File: src/rtl/dreq_sampler.sv
`timescale 1ns/1ps
module dreq_sampler #(
  parameter int unsigned LEAD = 3
) (
  input  logic clk,
  input  logic rst_n,
  input  logic chan_en,
  input  logic burst_mode,
  input  logic single_addr,
  input  logic level_det,
  input  logic req_n,
  input  logic cyc_start,
  input  logic cyc_end,
  output logic req_ack,
  output logic xfer_ack,
  output logic dma_go,
  output logic dummy_cyc
);
  localparam int unsigned AW = $clog2(LEAD + 1);
  localparam logic [AW-1:0] AGE_MAX = AW'(LEAD);

  logic req_q, pend_q, nxt_q, open_q, once_q, dum_due_q, xack_q, dum_q, ack_q;
  logic [AW-1:0] age_q, nage_q;

  logic burst_lvl, burst_edge;
  assign burst_lvl  = burst_mode & level_det;
  assign burst_edge = burst_mode & ~level_det;

  // grant decode and cycle classification
  logic grant, start, dum_start, real_start, consume;
  assign grant      = pend_q & (age_q == AGE_MAX);
  assign start      = cyc_start & grant;
  assign dum_start  = start & dum_due_q;
  assign real_start = start & ~dum_due_q;
  assign consume    = real_start & ~burst_edge;

  // slot state once the started transfer is retired
  logic [AW-1:0] age_inc, nage_inc, a1;
  logic p1, q1;
  assign age_inc  = (age_q  == AGE_MAX) ? age_q  : age_q  + 1'b1;
  assign nage_inc = (nage_q == AGE_MAX) ? nage_q : nage_q + 1'b1;
  assign p1 = consume ? nxt_q : pend_q;
  assign q1 = consume ? 1'b0  : nxt_q;
  assign a1 = consume ? nage_inc : age_inc;

  // sampling
  logic spt, samp, low_seen, hit, miss;
  assign spt      = cyc_start & pend_q & ~dum_start & (~start | burst_lvl);
  assign samp     = chan_en & ~(p1 & q1) & ~(burst_edge & once_q) & (open_q | spt);
  assign low_seen = level_det ? ~req_n : (req_q & ~req_n);
  assign hit      = samp & low_seen;
  assign miss     = samp & ~low_seen;

  logic pend_n, nxt_n;
  assign pend_n = p1 | hit;
  assign nxt_n  = q1 | (hit & p1);

  always_ff @(posedge clk or negedge rst_n) begin
    if (!rst_n) req_q <= 1'b1;
    else        req_q <= req_n;
  end

  always_ff @(posedge clk or negedge rst_n) begin
    if (!rst_n) begin
      pend_q <= 1'b0; nxt_q <= 1'b0; open_q <= 1'b1; once_q <= 1'b0;
      dum_due_q <= 1'b0; xack_q <= 1'b0; dum_q <= 1'b0; ack_q <= 1'b0;
      age_q <= '0; nage_q <= '0;
    end else if (!chan_en) begin
      pend_q <= 1'b0; nxt_q <= 1'b0; open_q <= 1'b1; once_q <= 1'b0;
      dum_due_q <= 1'b0; xack_q <= 1'b0; dum_q <= 1'b0; ack_q <= 1'b0;
      age_q <= '0; nage_q <= '0;
    end else begin
      pend_q    <= pend_n;
      nxt_q     <= nxt_n;
      age_q     <= (hit & ~p1) ? '0 : a1;
      nage_q    <= (hit & p1 | consume) ? '0 : nage_inc;
      open_q    <= ~hit & (open_q | miss | ~pend_n);
      once_q    <= once_q | hit;
      dum_due_q <= (dum_due_q & ~dum_start) | (hit & ~once_q & burst_lvl & single_addr);
      xack_q    <= (real_start & single_addr) | (xack_q & ~cyc_end);
      dum_q     <= dum_start | (dum_q & ~cyc_end);
      ack_q     <= hit;
    end
  end

  assign req_ack   = ack_q;
  assign xfer_ack  = xack_q;
  assign dma_go    = grant;
  assign dummy_cyc = dum_q;

  p_quiet_off_r11: assert property (@(posedge clk) disable iff (!rst_n)
    !chan_en |=> !req_ack && !xfer_ack && !dma_go && !dummy_cyc);
  p_dummy_no_xack_r10: assert property (@(posedge clk) disable iff (!rst_n)
    dummy_cyc |-> !xfer_ack);
  p_xack_mode_r7: assert property (@(posedge clk) disable iff (!rst_n)
    xfer_ack |-> single_addr);
  p_xack_hold_r7: assert property (@(posedge clk) disable iff (!rst_n)
    chan_en && xfer_ack && !cyc_end |=> xfer_ack);
  p_edge_once_r8: assert property (@(posedge clk) disable iff (!rst_n)
    chan_en && burst_mode && !level_det && once_q |=> !req_ack);
  p_grant_hold_r3: assert property (@(posedge clk) disable iff (!rst_n)
    chan_en && dma_go && !cyc_start |=> dma_go);
endmodule

File: config.mk
export PLATFORM = sky130hd
export DESIGN_NAME = dreq_sampler
export DESIGN_NICKNAME = d
export VERILOG_FILES = /design/src/rtl/dreq_sampler.sv
export SDC_FILE = /design/constraint.sdc
export NUM_CORES = 1
export LEC_CHECK = 0
export ABC_AREA = 1
export CAP_MARGIN = 20
export CORE_ASPECT_RATIO = 0.9
export CORE_MARGIN = 3
export CORE_UTILIZATION = 25
export DETAILED_ROUTE_END_ITERATION = 6
export PLACE_DENSITY = 0.49
export SYNTH_ARGS = -nofsm -noshare
export SYNTH_HDL_FRONTEND = slang
export SYNTH_SLANG_ARGS = --single-unit
File: constraint.sdc
create_clock -name clk -period 2.3 [get_ports clk]
set_input_delay 0.575 -clock clk [delete_from_list [all_inputs] [get_ports clk]]
set_output_delay 0.575 -clock clk [all_outputs]
set_load 0.01 [all_outputs]
# == After elaboration in Yosys (flattened, before gate mapping) ==
# Index checks and enable logic that the tools add are counted.
# totals
word_cells,87
out_inout_bits,4
reg_bits,13
inputBits,9
# classes
n_mux,18
n_bitwise,53
eq_ne,3
addsub,2
# op_table
operator,n
bitwise AND 1 bit,28
2-to-1 mux 2 bit,7
NOT 1 bit,14
2-to-1 mux 1 bit,11
OR 1 bit,11
"adder 2 x 1 -> 2 bit, second input constant",2
"== test 2 bit, second input constant",2
"inequality test 4 x 3 -> 1 bit, second input constant",1

# == Depth between registers and ports, before layout ==
# Gate-level depths: netlist (run 1).
# depth
depth_word,17
depth_mapped,9
ltp_nobuf,9

# == Worst setup path before layout (run 1) ==
# OpenSTA, ideal clock, no wires.
# synth_path
path_type,reg-to-reg
start,register age_q[0]
end,register age_q[0]
n_path_buf,0
path_stages_with_launch,9
t_required_ns,2.179
arrival_time_ns,1.261
setup_ns,0.121
synth_period_minus_slack_ns,1.382
path_slack_ns,0.918
cell_sequence,dfrtp_1 -> ha_1 -> inv_2 -> nor2_4 -> nand3_4 -> nand3_1 -> nand3_2 -> nor2_2 -> nor2_1
# synth_via
elab_chain_len,15
word_cells_on_any_way,28
classes_between,add/sub: 1; eq/ne: 2; mux: 6; bitwise: 19
# synth_rtl
item,line_no,rtl
from (decl),23,"logic [AW-1:0] age_q, nage_q;"
from (signal assigned),75,age_q <= (hit & ~p1) ? '0 : a1;
== test 2 bit,"31, 40",
bitwise AND 1 bit,31,assign grant = pend_q & (age_q == AGE_MAX);
bitwise AND 1 bit,32,assign start = cyc_start & grant;
bitwise AND 1 bit,34,assign real_start = start & ~dum_due_q;
bitwise AND 1 bit,35,assign consume = real_start & ~burst_edge;
2-to-1 mux 1 bit (on tied branches),"42, 43",
bitwise AND 1 bit,49,assign samp = chan_en & ~(p1 & q1) & ~(burst_edge & once_q) & (open_q | spt);
NOT 1 bit,49,
bitwise AND 1 bit (3 in a row),49,
bitwise AND 1 bit,51,assign hit = samp & low_seen;
bitwise AND 1 bit,75,
2-to-1 mux 2 bit,75,
2-to-1 mux 2 bit,68,end else if (!chan_en) begin
# Several ways; a longest one is shown, not always the timed one. The select of a mux whose other input is x is not followed.
# A chain may end at the register's enable or synchronous reset.

# == Worst setup path after layout (run 1) ==
# layout_path
start,register age_q[0]
end,output port dma_go
# layout_via
elab_chain_len,2
# layout_rtl
item,line_no,rtl
== test 2 bit,31,
bitwise AND 1 bit,31,
to (decl),16,"output logic dma_go,"
# Every way passes these cells.

==> flow_metrics.env, run 1 <==
export IMPL_outcome="finished clean"
export IMPL_timing_max_slew_rel_slack_pct=59.9
export IMPL_residual_overflow_from_global_routing=0
export IMPL_die_footprint_mm2=0.00337
export IMPL_p_per_area_mw_per_mm2=579
export IMPL_cts_buffer_depth=2
export IMPL_path_class="reg2out"
export IMPL_gpl_final_weighted_congestion=0.739
export IMPL_rr_worst_depth=8
export IMPL_drc=0
export IMPL_p_leak_nw=0.406
export IMPL_finalCritPeriodShare_pct=92.3
export IMPL_combinational_family_with_the_most_area_after_synthesis="simple AND/OR/NAND/NOR gates"
export IMPL_slew_violations=0
export IMPL_post_cts_resize_count=0
export IMPL_postSynth_topFlopCell="dfrtp_1"
export IMPL_min_to="xfer_ack"
export IMPL_cts_setup_buffers=0
export IMPL_final_layout_size_suffix_gt1_share_pct=16.3
export IMPL_r2r_start="age_q[0]"
export IMPL_worst_setup_path_startpoint="age_q[0]"
export IMPL_area_delta_synth_final_pct=26.8
export IMPL_finalCriticalPeriod_ps=2120
export IMPL_post_synth_inst_count=82
export IMPL_clk_insertion_delay_late_ps=280
export IMPL_number_of_buffers_inserted_during_clock_tree_synthesis=3
export IMPL_wl_mm=1.50
export IMPL_die_width_um=60.9
export IMPL_synthSimpleGateAreaFrac_pct=30.4
export IMPL_critical_path_cell_by_cell="ha_1 > nand2_1 > inv_1 > clkdlybuf4s50_1"
export IMPL_holdBufCountCts=0
export IMPL_synth_xor_xnor_area_share_pct=0
export IMPL_timing_hold_worst_path_depth=2
export IMPL_worst_r2r_setup_slack_ps=700
export IMPL_synth_async_reset_ratio_pct=100
export IMPL_worstMarginPinSlew_ps=599
export IMPL_vias_per_cell=4.63
export IMPL_numClockSinks=13
export IMPL_critical_path_reg2reg_endpoint="age_q[0]"
export IMPL_worst_hold_path_type="reg2reg"
export IMPL_finalSetupViolCount=0
export IMPL_design_final_nets=109
export IMPL_placementRows=17
export IMPL_area_fraction_in_compound_gates_after_synthesis_pct=12.2
export IMPL_worst_setup_path_start_kind="flip-flop"
export IMPL_cp_arrival_ps=1550
export IMPL_path_clk_slew_ps=80
export IMPL_post_synth_fa_ha_maj_area_fraction_pct=1.85
export IMPL_postSynthRegisterBits=13
export IMPL_grt_pass1_wl_mm=2.55
export IMPL_syn_area_um2=678
export IMPL_number_of_enable_type_register_cells_in_the_synthesized_netlist=0
export IMPL_track_usage_pct=9.73
export IMPL_post_synth_cell_area_avg_um2=8.27
export IMPL_total_number_of_vias=584
export IMPL_hold_violations=0
export IMPL_cap_violations=0
export IMPL_final_setup_skew_ps=0.678
export IMPL_start_util_pct=27.0
export IMPL_post_layout_total_power_w=0.000498
export IMPL_ctsHtreeMaxLevel=1
export IMPL_number_of_antenna_violations_at_the_first_check_in_global_routing=0
export IMPL_critical_path_slowest_cell="clkdlybuf4s50_1"
export IMPL_number_of_distinct_standard_cells_referenced_by_the_synthesized_netlist=19
export IMPL_layout_cells_most_common="nand2_1"
export IMPL_critical_path_top_delay_family="buffers and inverters"
export IMPL_drt_first_pass_iters=4
export IMPL_ant_nets=0
export IMPL_root_cell_of_the_clock_tree="clkbuf_4"
export IMPL_tritoncts="done"
export IMPL_first_global_vias=552
export IMPL_critical_path_required_ps=1730
export IMPL_ioPinCount=13
export IMPL_critical_path_peak_fanout=4
export IMPL_achievable_frequency_mhz=471
export IMPL_setup_total_negative_slack_ps=0
export IMPL_synth_area_top_cells="dfrtp_1, nand2_1, dfstp_2"
export IMPL_largest_net_degree_at_the_start_of_global_routing=14
export IMPL_worstHoldStart="xfer_ack"
export IMPL_yosysSeqAreaShare_pct=48.3
export IMPL_diodes=0
export IMPL_drt_iter0_drc=12
export IMPL_synth_yosys_warnings=0
export IMPL_grt_setup_unrepaired="false"
export IMPL_buffer_ports_inserted=12
export IMPL_most_common_layout_cells="nand2_1, clkdlybuf4s50_1, inv_1, nor2_1, dfrtp_1"
export IMPL_ir_drop_mv=0.297
export IMPL_placeableCoreArea_mm2=0.00251
export IMPL_route_detailed_wl_per_inst_um=11.9
export IMPL_netlist_area_leader_share_pct=40.6
export IMPL_muxShareOfSynthArea_pct=0
export IMPL_detailedPlacementHpwl_mm=1.19
export IMPL_synth_top_area_cell="dfrtp_1"
export IMPL_number_of_nets_in_the_synthesized_netlist=92
export IMPL_worst_path_largest_cell_delay_ps=520
export IMPL_timing_critical_path_buf_inv=2
export IMPL_crit_path_end_kind="output port"
export IMPL_floorplan_die_height_um=55.4
per-stage QoR:
stage	setup WS, ps	cells	hold slack (ps)	utilization, %	cell area [µm²]
2_1_floorplan	918	82	279	-	678
3_3_place_gp	291	122	509	33.2	833
3_5_place_dp	269	122	520	33.2	833
4_1_cts	161	126	539	34.2	860
5_1_grt	92.2	126	549	34.2	860
6_report	176	126	536	34.2	860
flip-flops by register name, indices dropped and copies added (netlist names):
register and flops:
req_ack 1, open_q 1, nage_q 2, req_q 1, age_q 2, dum_due_q 1
xfer_ack 1, once_q 1, nxt_q 1, dummy_cyc 1, pend_q 1
final cells by class:
type | count | area [µm²]
fill | 283 | 1650
sequential | 13 | 328
multi-input combinational | 56 | 302
timing repair buffer | 12 | 120
inverter | 13 | 48.8
tap | 28 | 35.0
clock buffer | 4 | 26.3
cell usage after synthesis (2+ instances only):
| library cell | n |
|---|---|
| dfstp_2 | 2 |
| nor2_1 | 11 |
| nand2_2 | 3 |
| dfrtp_1 | 11 |
| a21oi_2 | 2 |
| o21ai_0 | 5 |
| nand2_1 | 16 |
| a22oi_1 | 2 |
| nand4_1 | 3 |
| inv_1 | 11 |
| a21oi_1 | 5 |
| inv_2 | 2 |
| nand3_1 | 3 |
routing by layer:
metal  up-vias  track usage, %  wire [µm]
li1        297               -          -
met1       268            13.9        746
met2        17            13.9        647
met3         2            2.34         84
met4         0            3.72         19
met5         -               0          0
worst register-to-register path: stages (launching register included):
cell	delay, ps
dfrtp_1	380
ha_1	240
inv_2	80
nor2_4	170
nand3_4	130
nand3_1	150
nand3_2	140
nor2_2	140
nor2_1	60
worst max path at each step:
stage,to,cells past startpoint
final,dma_go,4
after global routing,dma_go,4
after CTS,dma_go,4
after detailed placement,age_q[0],8
after global placement,age_q[1],8
after floorplan,age_q[0],8
cells by family (layout without fill, tap and decap cells):
kind of cell | after synthesis | in the layout
and+or+nand+nor | 41 | 41
AOI/OAI and AO/OA | 14 | 14
DFF | 13 | 13
buffers and inverters | 13 | 29
adders and majority gates | 1 | 1
power breakdown:
part,internal (W),switching [W],total (W)
Sequential,0.000248,0.0000112,0.000259
Clock,0.0000673,0.0000775,0.000145
Combinational,0.0000394,0.0000547,0.0000941
Total,0.000355,0.000143,0.000498
(Power assumes the default switching activity.)
==> inputs of run 2 (changes only) <==
==> constraint.sdc (replaced) <==
create_clock -name clk -period 2.1 [get_ports clk]
set_input_delay 0.525 -clock clk [delete_from_list [all_inputs] [get_ports clk]]
set_output_delay 0.525 -clock clk [all_outputs]
set_load 0.01 [all_outputs]
==> flow_metrics.env, run 2 (synthesis results as in run 1) <==
export IMPL_root_cell_of_the_clock_tree="clkbuf_4"
export IMPL_ir_drop_mv=0.378
export IMPL_p_leak_nw=0.412
export IMPL_ctsHtreeMaxLevel=1
export IMPL_critical_path_slowest_cell="clkdlybuf4s50_1"
export IMPL_layout_cells_most_common="nand2_1"
export IMPL_worst_path_largest_cell_delay_ps=520
export IMPL_ioPinCount=13
export IMPL_worstMarginPinSlew_ps=613
export IMPL_grt_setup_unrepaired="false"
export IMPL_floorplan_die_height_um=55.4
export IMPL_placementRows=17
export IMPL_cap_violations=0
export IMPL_grt_pass1_wl_mm=2.53
export IMPL_drc=0
export IMPL_r2r_start="age_q[0]"
export IMPL_register_area_um2=328
export IMPL_start_util_pct=27.0
export IMPL_tritoncts="done"
export IMPL_final_layout_size_suffix_gt1_share_pct=19.2
export IMPL_diodes=0
export IMPL_p_seq_share_pct=51.6
export IMPL_critical_path_peak_fanout=4
export IMPL_fin_cells=127
export IMPL_largest_net_degree_at_the_start_of_global_routing=14
export IMPL_die_footprint_mm2=0.00337
export IMPL_track_usage_pct=9.88
export IMPL_outcome="finished clean"
export IMPL_number_of_antenna_violations_at_the_first_check_in_global_routing=0
export IMPL_most_common_layout_cells="nand2_1, clkdlybuf4s50_1, inv_1, nor2_1, dfrtp_1"
export IMPL_p_sw_w=0.000164
export IMPL_worst_hold_path_type="reg2reg"
export IMPL_hold_violations=0
export IMPL_place_detailed_instances=122
export IMPL_p_per_area_mw_per_mm2=631
export IMPL_numClockSinks=13
export IMPL_critical_path_required_ps=1570
export IMPL_residual_overflow_from_global_routing=0
export IMPL_worst_setup_path_start_kind="flip-flop"
export IMPL_buffer_ports_inserted=12
export IMPL_number_of_buffers_inserted_during_clock_tree_synthesis=3
export IMPL_worstHoldStart="xfer_ack"
export IMPL_wl_mm=1.52
export IMPL_power_frac_comb_pct=20.3
export IMPL_cell_internal_pwr_w=0.000393
export IMPL_placeableCoreArea_mm2=0.00251
export IMPL_p_clk_share_pct=28.1
export IMPL_top_regs="age_q x2, nage_q x2"
export IMPL_final_setup_skew_ps=5.16
export IMPL_path_class="reg2out"
export IMPL_setup_total_negative_slack_ps=0
export IMPL_drt_iter0_drc=11
export IMPL_die_width_um=60.9
export IMPL_design_final_nets=110
export IMPL_worst_setup_path_startpoint="age_q[0]"
export IMPL_ant_nets=0
export IMPL_cp_arrival_ps=1510
export IMPL_slew_violations=0
export IMPL_crit_path_end_kind="output port"
export IMPL_multi_input_comb_area_um2=314
export IMPL_clk_insertion_delay_late_ps=280
export IMPL_achievable_frequency_mhz=493
export IMPL_critical_path_cell_by_cell="ha_4 > nand2_1 > inv_1 > clkdlybuf4s50_1"
export IMPL_detailedPlacementHpwl_mm=1.18
export IMPL_drt_first_pass_iters=4
export IMPL_fill_cells=275
export IMPL_area_delta_synth_final_pct=29.9
export IMPL_switching_share_pct=29.4
export IMPL_finalSetupViolCount=0
export IMPL_hold_slack_final_ps=535
export IMPL_timing_max_slew_rel_slack_pct=59.0
export IMPL_first_global_vias=564
export IMPL_finalCoreUtilization_pct=35.1
export IMPL_cts_buffer_depth=2
export IMPL_gpl_final_weighted_congestion=0.738
export IMPL_holdBufCountCts=0
export IMPL_finalCriticalPeriod_ps=2030
export IMPL_total_number_of_vias=586
export IMPL_route_detailed_wl_per_inst_um=12.0
export IMPL_finalCritPeriodShare_pct=96.7
export IMPL_path_clk_slew_ps=90
export IMPL_vias_per_cell=4.61
==> run 2: layout make-up <==
type                    instances  area share, %
clock buffers                   3           2.56
clock inverters                 1          0.568
inverters                      13           5.54
multi-input cells              56           35.7
flip-flops and latches         13           37.2
well taps                      28           3.98
repair buffers                 13           14.5
==> run 2: path summary, 6_finish.rpt <==
| path | to | slack, ps | depth (start not counted) |
|---|---|---|---|
| max | dma_go | 70 | 4 |
| min in group asynchronous | nxt_q | 620 | 1 |
| max reg2reg | age_q[0] | 570 | 8 |
| min | xfer_ack | 540 | 2 |
| min reg2reg | xfer_ack | 540 | 2 |
| max in group asynchronous | nage_q[0] | 1080 | 1 |
==> run 2: worst max-delay path: cells and delay by family, from the launching register on <==
kind / cells / cell delay, ps
DFF: 1 / 420
adders and majority gates: 1 / 180
and+or+nand+nor: 1 / 50
buffers and inverters: 2 / 570
==> run 2: power groups by stage <==
stage          combinational [W]  clock, W  sequential (W)
2_1_floorplan          0.0000629         0        0.000286
3_3_place_gp            0.000102         0        0.000288
3_5_place_dp            0.000104         0        0.000289
4_1_cts                 0.000105  0.000162        0.000284
5_1_grt                 0.000126  0.000176        0.000289
6_report                0.000113  0.000157        0.000287
==> run 2: what timing repair did <==
action	4_1_cts	5_1_grt
setup buffers	0	1
cloned	0	0
setup endpoints to repair	1	1
resized for setup	1	1
==> run 2: stage by stage <==
step	total power, W	instance area, µm²	setup slack [ps]
after global placement	0.000390	833	140
final	0.000556	881	69.9
after CTS	0.000552	863	23.1
after detailed placement	0.000393	833	128
after floorplan	0.000349	678	718
after global routing	0.000591	881	11.8
==> run 2: per-layer routing <==
layer	global-route usage [%]	part of all wire [%]	vias up
li1	-	-	298
met2	13.1	45	18
met3	5.37	6.2	2
met5	0	0	-
met1	13.7	48	268
met4	2.79	0.79	0
